--- src/rtl/pdma_pkg.sv ---
package pdma_pkg;

    typedef enum logic [1:0] {
        WID_B1  = 2'b00,
        WID_B2  = 2'b01,
        WID_B4  = 2'b10,
        WID_B4X = 2'b11
    } width_e;

    // Field order matches control word bits 9..0
    typedef struct packed {
        logic       buf_en;
        logic       par_en;
        logic       dir;
        logic       loc;
        logic [1:0] mode;
        logic       dinc;
        width_e     width;
        logic       en;
    } ctrl_t;

    // Field order matches status word bits 2..0
    typedef struct packed {
        logic par_err;
        logic align_err;
        logic done;
    } stat_t;

    localparam logic [1:0] RA_DEST = 2'd0;
    localparam logic [1:0] RA_CNT  = 2'd1;
    localparam logic [1:0] RA_CTRL = 2'd2;
    localparam logic [1:0] RA_STAT = 2'd3;

    localparam int CTRL_BITS = $bits(ctrl_t);
    localparam int STAT_BITS = $bits(stat_t);

endpackage

--- src/rtl/pdma_align_chk.sv ---
module pdma_align_chk
    import pdma_pkg::*;
#(
    parameter int AW = 32
) (
    input  width_e          width,
    input  logic [AW-1:0]   addr,
    output logic [AW-1:0]   step,
    output logic            aligned
);
    logic [AW-1:0] mask;

    always_comb begin
        unique case (width)
            WID_B1:  step = AW'(1);
            WID_B2:  step = AW'(2);
            default: step = AW'(4);
        endcase
        mask    = step - AW'(1);
        aligned = ((addr & mask) == '0);
    end
endmodule

--- src/rtl/pdma_parity_chk.sv ---
module pdma_parity_chk
    import pdma_pkg::*;
#(
    parameter int DW = 32
) (
    input  width_e           width,
    input  logic [DW-1:0]    data,
    input  logic [DW/8-1:0]  par,
    output logic             ok
);
    localparam int LANES = DW / 8;

    logic [LANES-1:0] lane_used;
    logic [LANES-1:0] lane_ok;

    always_comb begin
        unique case (width)
            WID_B1:  lane_used = LANES'(4'b0001);
            WID_B2:  lane_used = LANES'(4'b0011);
            default: lane_used = LANES'(4'b1111);
        endcase
    end

    for (genvar i = 0; i < LANES; i++) begin : g_lane
        assign lane_ok[i] = !lane_used[i] || (par[i] == ^data[i*8 +: 8]);
    end

    assign ok = &lane_ok;
endmodule

--- src/rtl/pdma_channel.sv ---
module pdma_channel
    import pdma_pkg::*;
#(
    parameter int AW = 32,
    parameter int DW = 32,
    parameter int CW = 16
) (
    input  logic              clk,
    input  logic              rst_n,
    input  logic [1:0]        reg_addr,
    input  logic              reg_wr,
    input  logic [31:0]       reg_wdata,
    output logic [31:0]       reg_rdata,
    input  logic              preq,
    output logic              pack,
    output logic              ptc,
    input  logic [DW-1:0]     pdata_in,
    input  logic [DW/8-1:0]   ppar_in,
    output logic [DW-1:0]     pdata_out,
    output logic [AW-1:0]     maddr,
    output logic              mwr,
    output logic              mrd,
    output logic [DW-1:0]     mwdata,
    input  logic [DW-1:0]     mrdata,
    input  logic              mready
);
    localparam int RW = 32;

    typedef struct packed {
        logic [AW-1:0] dest;
        logic [CW-1:0] cnt;
        ctrl_t         ctrl;
        stat_t         stat;
    } chan_t;

    chan_t st_d, st_q;

    logic [AW-1:0] step;
    logic          aligned;
    logic          par_ok;
    logic          armed;
    logic          run;
    logic          xfer;
    logic          par_bad;
    logic          good;
    logic          last;
    logic          align_fault;

    pdma_align_chk #(.AW(AW)) u_align (
        .width   (st_q.ctrl.width),
        .addr    (st_q.dest),
        .step    (step),
        .aligned (aligned)
    );

    pdma_parity_chk #(.DW(DW)) u_par (
        .width (st_q.ctrl.width),
        .data  (pdata_in),
        .par   (ppar_in),
        .ok    (par_ok)
    );

    always_comb begin
        armed       = st_q.ctrl.en && (st_q.cnt != '0)
                      && (st_q.ctrl.mode == 2'b00) && !st_q.ctrl.loc;
        run         = armed && aligned;
        align_fault = armed && !aligned;
        xfer        = run && preq && mready;
        par_bad     = xfer && st_q.ctrl.dir && st_q.ctrl.par_en && !par_ok;
        good        = xfer && !par_bad;
        last        = (st_q.cnt == CW'(1));

        pack      = xfer;
        ptc       = good && last;
        mwr       = good && st_q.ctrl.dir;
        mrd       = xfer && !st_q.ctrl.dir;
        maddr     = st_q.dest;
        mwdata    = pdata_in;
        pdata_out = mrd ? mrdata : '0;

        unique case (reg_addr)
            RA_DEST: reg_rdata = RW'(st_q.dest);
            RA_CNT:  reg_rdata = RW'(st_q.cnt);
            RA_CTRL: reg_rdata = RW'(st_q.ctrl);
            default: reg_rdata = RW'(st_q.stat);
        endcase
    end

    always_comb begin
        st_d = st_q;

        // write-1-to-clear first, so events of this cycle win
        if (reg_wr && reg_addr == RA_STAT) begin
            st_d.stat = st_q.stat & ~stat_t'(reg_wdata[STAT_BITS-1:0]);
        end

        if (good) begin
            st_d.cnt = st_q.cnt - CW'(1);
            if (st_q.ctrl.dinc) begin
                st_d.dest = st_q.dest + step;
            end
            if (last) begin
                st_d.ctrl.en   = 1'b0;
                st_d.stat.done = 1'b1;
            end
        end

        if (par_bad) begin
            st_d.ctrl.en      = 1'b0;
            st_d.stat.par_err = 1'b1;
        end

        if (align_fault) begin
            st_d.ctrl.en        = 1'b0;
            st_d.stat.align_err = 1'b1;
        end

        // software writes to setup registers override channel updates
        if (reg_wr) begin
            unique case (reg_addr)
                RA_DEST: st_d.dest = reg_wdata[AW-1:0];
                RA_CNT:  st_d.cnt  = reg_wdata[CW-1:0];
                RA_CTRL: st_d.ctrl = ctrl_t'(reg_wdata[CTRL_BITS-1:0]);
                default: ;
            endcase
        end
    end

    always_ff @(posedge clk or negedge rst_n) begin
        if (!rst_n) begin
            st_q <= '0;
        end else begin
            st_q <= st_d;
        end
    end

    assert_ack_qualified_R3: assert property (@(posedge clk) disable iff (!rst_n)
        pack |-> (preq && mready && st_q.ctrl.en && st_q.cnt != '0));

    assert_strobe_exclusive_R4: assert property (@(posedge clk) disable iff (!rst_n)
        !(mwr && mrd));

    assert_tc_single_cycle_R6: assert property (@(posedge clk) disable iff (!rst_n)
        ptc |=> !ptc);

    assert_tc_with_ack_R6: assert property (@(posedge clk) disable iff (!rst_n)
        ptc |-> pack);

    assert_tc_sets_done_R6: assert property (@(posedge clk) disable iff (!rst_n)
        ptc |=> st_q.stat.done);

    assert_align_stops_R7: assert property (@(posedge clk) disable iff (!rst_n)
        (align_fault && !reg_wr) |=> (!st_q.ctrl.en && st_q.stat.align_err));

    assert_parity_stops_R8: assert property (@(posedge clk) disable iff (!rst_n)
        (par_bad && !reg_wr) |=> (!st_q.ctrl.en && st_q.stat.par_err
                                  && $stable(st_q.cnt)));
endmodule

--- config.mk ---
export PLATFORM = sky130hd
export DESIGN_NAME = pdma_channel
export DESIGN_NICKNAME = d
export VERILOG_FILES = /design/src/rtl/pdma_pkg.sv /design/src/rtl/pdma_align_chk.sv /design/src/rtl/pdma_parity_chk.sv /design/src/rtl/pdma_channel.sv
export SDC_FILE = /design/constraint.sdc
export NUM_CORES = 1
export LEC_CHECK = 0
export BUFFER_PORTS_ARGS = -buffer_cell sky130_fd_sc_hd__buf_4
export CAP_MARGIN = 20
export CELL_PAD_IN_SITES_DETAIL_PLACEMENT = 0
export CELL_PAD_IN_SITES_GLOBAL_PLACEMENT = 1
export CORE_MARGIN = 4
export CORE_UTILIZATION = 34
export CTS_BUF_LIST = sky130_fd_sc_hd__clkbuf_16
export DETAILED_ROUTE_END_ITERATION = 16
export MAX_ROUTING_LAYER = met4
export PLACE_DENSITY_LB_ADDON = 0.1
export SLEW_MARGIN = 10
export SYNTH_ARGS = -nofsm -noshare
export SYNTH_HDL_FRONTEND = slang
export SYNTH_SLANG_ARGS = --single-unit
export TNS_END_PERCENT = 50
--- constraint.sdc ---
create_clock -name clk -period 3.8 [get_ports clk]
set_input_delay 0.38 -clock clk [delete_from_list [all_inputs] [get_ports clk]]
set_output_delay 0.38 -clock clk [all_outputs]
set_load 0.02 [all_outputs]
==> run_results.csv, run 1 <==
group,metric,value,unit
global_route,grt-ovfl-total,0,
sta,endpoint_type,"primary output",
place,dp_hpwl,13.2,mm
logic_synthesis,synth-seq-area-share,29.5,%
clock_network,root_buffer,"clkbuf_16",
place,pre_cts_ws,0.334,ns
status,haltStage,"5_2_route",
global_route,grt_pass1_vias,5140,
status,status,"did not finish",
logic_synthesis,ys.flop_type,"dfrtp_1",
global_route,grt_util_all_layers,20.0,%
sta,worst_endpoint,"ptc",
global_route,grt_max_degree,62,
logic_synthesis,synth_edf_count,0,
place,gp_congestion,0.869,
logic_synthesis,yosysTopAreaCell,"dfrtp_1",
logic_synthesis,synth_top_area_share,29.5,%
die,initial_core_util,35.1,%
logic_synthesis,ys_warn_count,0,
clock_network,cts_buffer_depth,2,
logic_synthesis,synthArstFlopShare,100,%
clock_network,cts-hold-fix-buffers,0,
die,rows,44,
logic_synthesis,netlist_instances,599,
logic_synthesis,ys_top_cells_by_area,"dfrtp_1 (30%), buf_4 (9.3%), xnor2_1 (8.5%), nor2_1 (4.7%), and3_1 (4.4%)",
global_route,grt_pass1_wl,27.5,mm
clock_network,htree_levels,3,
die,die-width,131,um
logic_synthesis,synth_seq_cells,61,
logic_synthesis,synth_cell_type_count,55,
logic_synthesis,synth.avg_cell_area,8.62,um^2
clock_network,numCtsBuffers,9,
logic_synthesis,netlist_area,0.00517,mm^2
die,ios,239,
global_route,grt_antenna_before_repair,0,
logic_synthesis,synth_common_cells,"buf_4 (64), nor2_1 (64), dfrtp_1 (61), xnor2_1 (50), nand2_1 (41)",
place,port_buffers,238,
clock_network,clock_sinks,61,
logic_synthesis,synth_fp_nets,713,
status,first-error,"[ERROR DRT-0255] Maze Route cannot find path of net maddr[5] in worker of routeBox ( 96600 96600 ) ( 131265 131265 ).",
die,chipHeight,131,um
[layer usage]
metal and global-route usage (%):
met5 -, met4 5.60, met3 5.01, met2 33.6, met1 24.1
[timing repair]
action | 4_1_cts | 5_1_grt
resized for setup | 1 | 1
setup buffers | 0 | 5
endpoints found under the setup margin | 1 | 2
pin swaps | 0 | 1
[through the flow]
step / cells / hold WS [ns] / instance area (um^2) / util, %
after detailed placement: 934 / 0.466 / 6620 / 45.0
after global routing: 955 / 0.214 / 6950 / 47.3
after floorplan: 599 / 0.0844 / 5170 / -
after CTS: 950 / 0.169 / 6910 / 47.0
after global placement: 934 / 0.454 / 6620 / 45.0
[kinds of logic after synthesis]
family	Yosys count	share of synthesized area (%)
adder cells (fa/ha/maj)	7	1.84
XOR/XNOR	61	11.9
multiplexers	32	7.68
AO/OA/AOI/OAI	71	7.48
AND/OR/NAND/NOR	261	28.6
flip-flops	61	29.5
buffers and inverters	106	12.9
==> run 2: changes to the inputs <==
--- a/config.mk
+++ b/config.mk
@@ -7,14 +7,10 @@
 export LEC_CHECK = 0
 export BUFFER_PORTS_ARGS = -buffer_cell sky130_fd_sc_hd__buf_4
 export CAP_MARGIN = 20
-export CELL_PAD_IN_SITES_DETAIL_PLACEMENT = 0
-export CELL_PAD_IN_SITES_GLOBAL_PLACEMENT = 1
 export CORE_MARGIN = 4
-export CORE_UTILIZATION = 34
-export CTS_BUF_LIST = sky130_fd_sc_hd__clkbuf_16
+export CORE_UTILIZATION = 20
 export DETAILED_ROUTE_END_ITERATION = 16
-export MAX_ROUTING_LAYER = met4
-export PLACE_DENSITY_LB_ADDON = 0.1
+export PLACE_DENSITY_LB_ADDON = 0.15
 export SLEW_MARGIN = 10
 export SYNTH_ARGS = -nofsm -noshare
 export SYNTH_HDL_FRONTEND = slang
==> run 2 against run 1 <==
Net effect: the run now ends clean; synthesized cell count stayed put; synthesized area stayed put; global-route usage is 5.9 points lower.
==> run_results.csv, run 2 <==
group,metric,value,unit
detailed_routing,post_drt_via_cell_ratio,4.45,
place,gp_congestion,0.747,
clock_network,cts_tree,"yes",
global_route,gr-usage-met3,2.41,%
run,drv_cap,0,
logic_synthesis,ys_warn_count,0,
place,pre_cts_ws,0.462,ns
clock_network,numCtsBuffers,9,
worst_setup_path,critPathLaunch,"st_q[5]",
global_route,grt_max_degree,62,
place,dp.cells,1081,
clock_network,insertion_delay,0.33,ns
finish,num_antenna_cells,0,
power_and_ir_drop,p_leak,3.21,nW
power_and_ir_drop,combPwrFrac,38.2,%
logic_synthesis,synth_top_area_share,29.5,%
finish,finalNetCount,883,
min_path,hp-class,"input pin to async pin",
finish,regArea,0.00153,mm^2
sta,max_freq,0.287,GHz
power_and_ir_drop,p_seq_share,33.0,%
clock_network,root_buffer,"clkbuf_16",
finish,largest_reg_flops,32,
worst_setup_path,crit_chain,"nand2b_1 -> ha_1 -> xor2_1 -> a221o_1 -> or3_4 -> inv_2 -> nand3_4 -> or2_4 -> nor2_1 -> buf_4",
sta,timing.final.ws_setup,0.319,ns
die,die_area,0.0285,mm^2
detailed_routing,drc,0,
detailed_routing,num_vias,4909,
worst_setup_path,crit_fanout,6,
sta,period_share,91.6,%
logic_synthesis,synth_seq_cells,61,
power_and_ir_drop,pwr-share-clk,28.9,%
die,ios,239,
finish,multiInputGateArea,0.00298,mm^2
logic_synthesis,yosysTopAreaCell,"dfrtp_1",
place,dp_hpwl,16.1,mm
finish,finalInstanceArea,0.00716,mm^2
detailed_routing,firstDrtPassIters,4,
global_route,grt_util_all_layers,14.1,%
sta,period_needed,3.48,ns
power_and_ir_drop,ir_drop,0.173,mV
power_and_ir_drop,p_switching,1.09,mW
worst_setup_path,crit_buf_inv,2,
power_and_ir_drop,swShare,37.7,%
detailed_routing,wl,20.6,mm
die,core_region_area,0.0253,mm^2
sta,finalClockSkew,0.00702,ns
sta,report.final.slew_viol_count,0,
die,die-width,169,um
worst_setup_path,critPathCaptureType,"primary output",
worst_setup_path,max_stage_delay,0.42,ns
global_route,met2_usage,25.7,%
die,initial_core_util,20.4,%
sta,rsz0062_at_grt,"false",
logic_synthesis,synth_cell_type_count,55,
worst_setup_path,r2r-start,"st_q[5]",
sta,maxSlewHeadroom,36.1,%
clock_network,htree_levels,3,
logic_synthesis,synth.avg_cell_area,8.62,um^2
place,port_buffers,238,
worst_setup_path,crit_required,3.42,ns
power_and_ir_drop,power,2.88,mW
sta,hold_violations,0,
clock_network,cts-hold-fix-buffers,0,
logic_synthesis,netlist_area,0.00517,mm^2
worst_setup_path,startpoint_type,"flop",
place,dpl_cell_area,0.00681,mm^2
logic_synthesis,netlist_instances,599,
logic_synthesis,synth-seq-area-share,29.5,%
finish,layout_commonest_cell,"buf_4",
clock_network,clock_sinks,61,
status,status,"finished, final reports clean",
power_and_ir_drop,p_per_area,403,mW/mm^2
sta,fin_setup_tns,0,ns
global_route,grt_antenna_before_repair,0,
logic_synthesis,ys.flop_type,"dfrtp_1",
die,chipHeight,169,um
worst_setup_path,crit_family,"simple AND/OR/NAND/NOR gates",
finish,stdcell_count,1103,
clock_network,clk_pin_slew,0.05,ns
global_route,grt_pass1_vias,4975,
power_and_ir_drop,p_int,1.80,mW
global_route,grt_busiest_layer,"met2",
logic_synthesis,synth_common_cells,"buf_4 (64), nor2_1 (64), dfrtp_1 (61), xnor2_1 (50), nand2_1 (41)",
logic_synthesis,synthArstFlopShare,100,%
detailed_routing,antenna_left,0,
worst_setup_path,critical_path.slowest_cell,"dfrtp_1",
finish,nFillCells,2717,
finish,layout-drive-gt1-share,39.1,%
sta,setup_viol,0,
sta,max_slew.worst_pin.slew,0.955,ns
global_route,grt_pass1_wl,31.1,mm
global_route,grt-ovfl-total,0,
worst_setup_path,worstPathArrival,3.10,ns
logic_synthesis,ys_top_cells_by_area,"dfrtp_1 (30%), buf_4 (9.3%), xnor2_1 (8.5%), nor2_1 (4.7%), and3_1 (4.4%)",
finish,area.growth.synth_to_final,38.6,%
logic_synthesis,synth_edf_count,0,
global_route,globalRouteMet1Util,17.3,%
die,rows,58,
detailed_routing,wl_per_cell,18.7,um
worst_setup_path,critPathKind,"flop to primary output",
finish,final_cell_mix,"buf_4 (253), nor2_1 (64), dfrtp_1 (61)",
clock_network,cts_buffer_depth,2,
detailed_routing,first_iter_violations,259,
logic_synthesis,synth_fp_nets,713,
-- run 2: cell counts after synthesis --
Identical to the previous run, type by type.
-- run 2: timing repair --
item	4_1_cts	5_1_grt
setup endpoints to repair	0	1
hold endpoints to repair	0	0
gates resized for setup	0	0
setup buffers	0	7
-- run 2: power by group through the flow --
stage                     Combinational (mW)  Clock (mW)  Sequential [mW]
final                                   1.10       0.833            0.950
after global routing                    1.21       0.887            0.973
after CTS                               1.12       0.860            0.954
after detailed placement                1.12           0            0.965
after global placement                  1.12           0            0.967
after floorplan                        0.782           0            0.882
-- run 2: kinds of logic (layout without fill, tap and decap cells) --
| group | count (synthesis) | count (layout) | share of synthesized area (%) |
|---|---|---|---|
| flip-flops | 61 | 61 | 29.5 |
| multiplexers | 32 | 32 | 7.68 |
| AO/OA/AOI/OAI | 71 | 71 | 7.48 |
| AND/OR/NAND/NOR | 261 | 261 | 28.6 |
| adder cells (fa/ha/maj) | 7 | 7 | 1.84 |
| XOR/XNOR | 61 | 61 | 11.9 |
| buffers and inverters | 106 | 280 | 12.9 |
-- run 2: metal layers --
metal	up-vias	part of all wire, %
li1	2374	-
met1	2351	42
met2	174	51
met3	10	6.2
met4	0	0.91
met5	-	0
-- run 2: final cells by class --
class / count / area share [%]
flip-flops and latches: 61 / 21.3
multi-input cells: 432 / 41.6
well taps: 330 / 5.77
repair buffers: 254 / 26.6
clock buffers: 14 / 3.69
inverters: 11 / 0.577
clock inverters: 1 / 0.420
-- run 2: through the flow --
stage | hold WS (ns) | utilization [%]
6_report | 0.160 | 28.3
5_1_grt | 0.237 | 28.3
3_3_place_gp | 0.471 | 26.9
4_1_cts | 0.191 | 28.1
2_1_floorplan | 0.0844 | -
3_5_place_dp | 0.480 | 26.9
-- run 2: worst paths after layout --
kind | cells after the start | endpoint | slack, ns
setup / recovery | 10 | ptc | 0.32
min in group clk | 3 | st_q[27] | 0.28
hold / removal | 1 | maddr[31] | 0.16
max in group asynchronous | 1 | st_q[10] | 3.08
setup reg to reg | 11 | maddr[11] | 0.55
hold reg to reg | 2 | st_q[2] | 0.49
-- run 2: worst register-to-register path, cell delays in order (launching register included) --
cell and delay [ns]:
dfrtp_1 0.42, nand2b_1 0.22, ha_1 0.25, xor2_1 0.15, a221o_1 0.33, or3_4 0.42
inv_2 0.16, nand3_4 0.11, or2_4 0.32, buf_4 0.15, or4_1 0.46, a31oi_1 0.17
(Power assumes the default switching activity.)
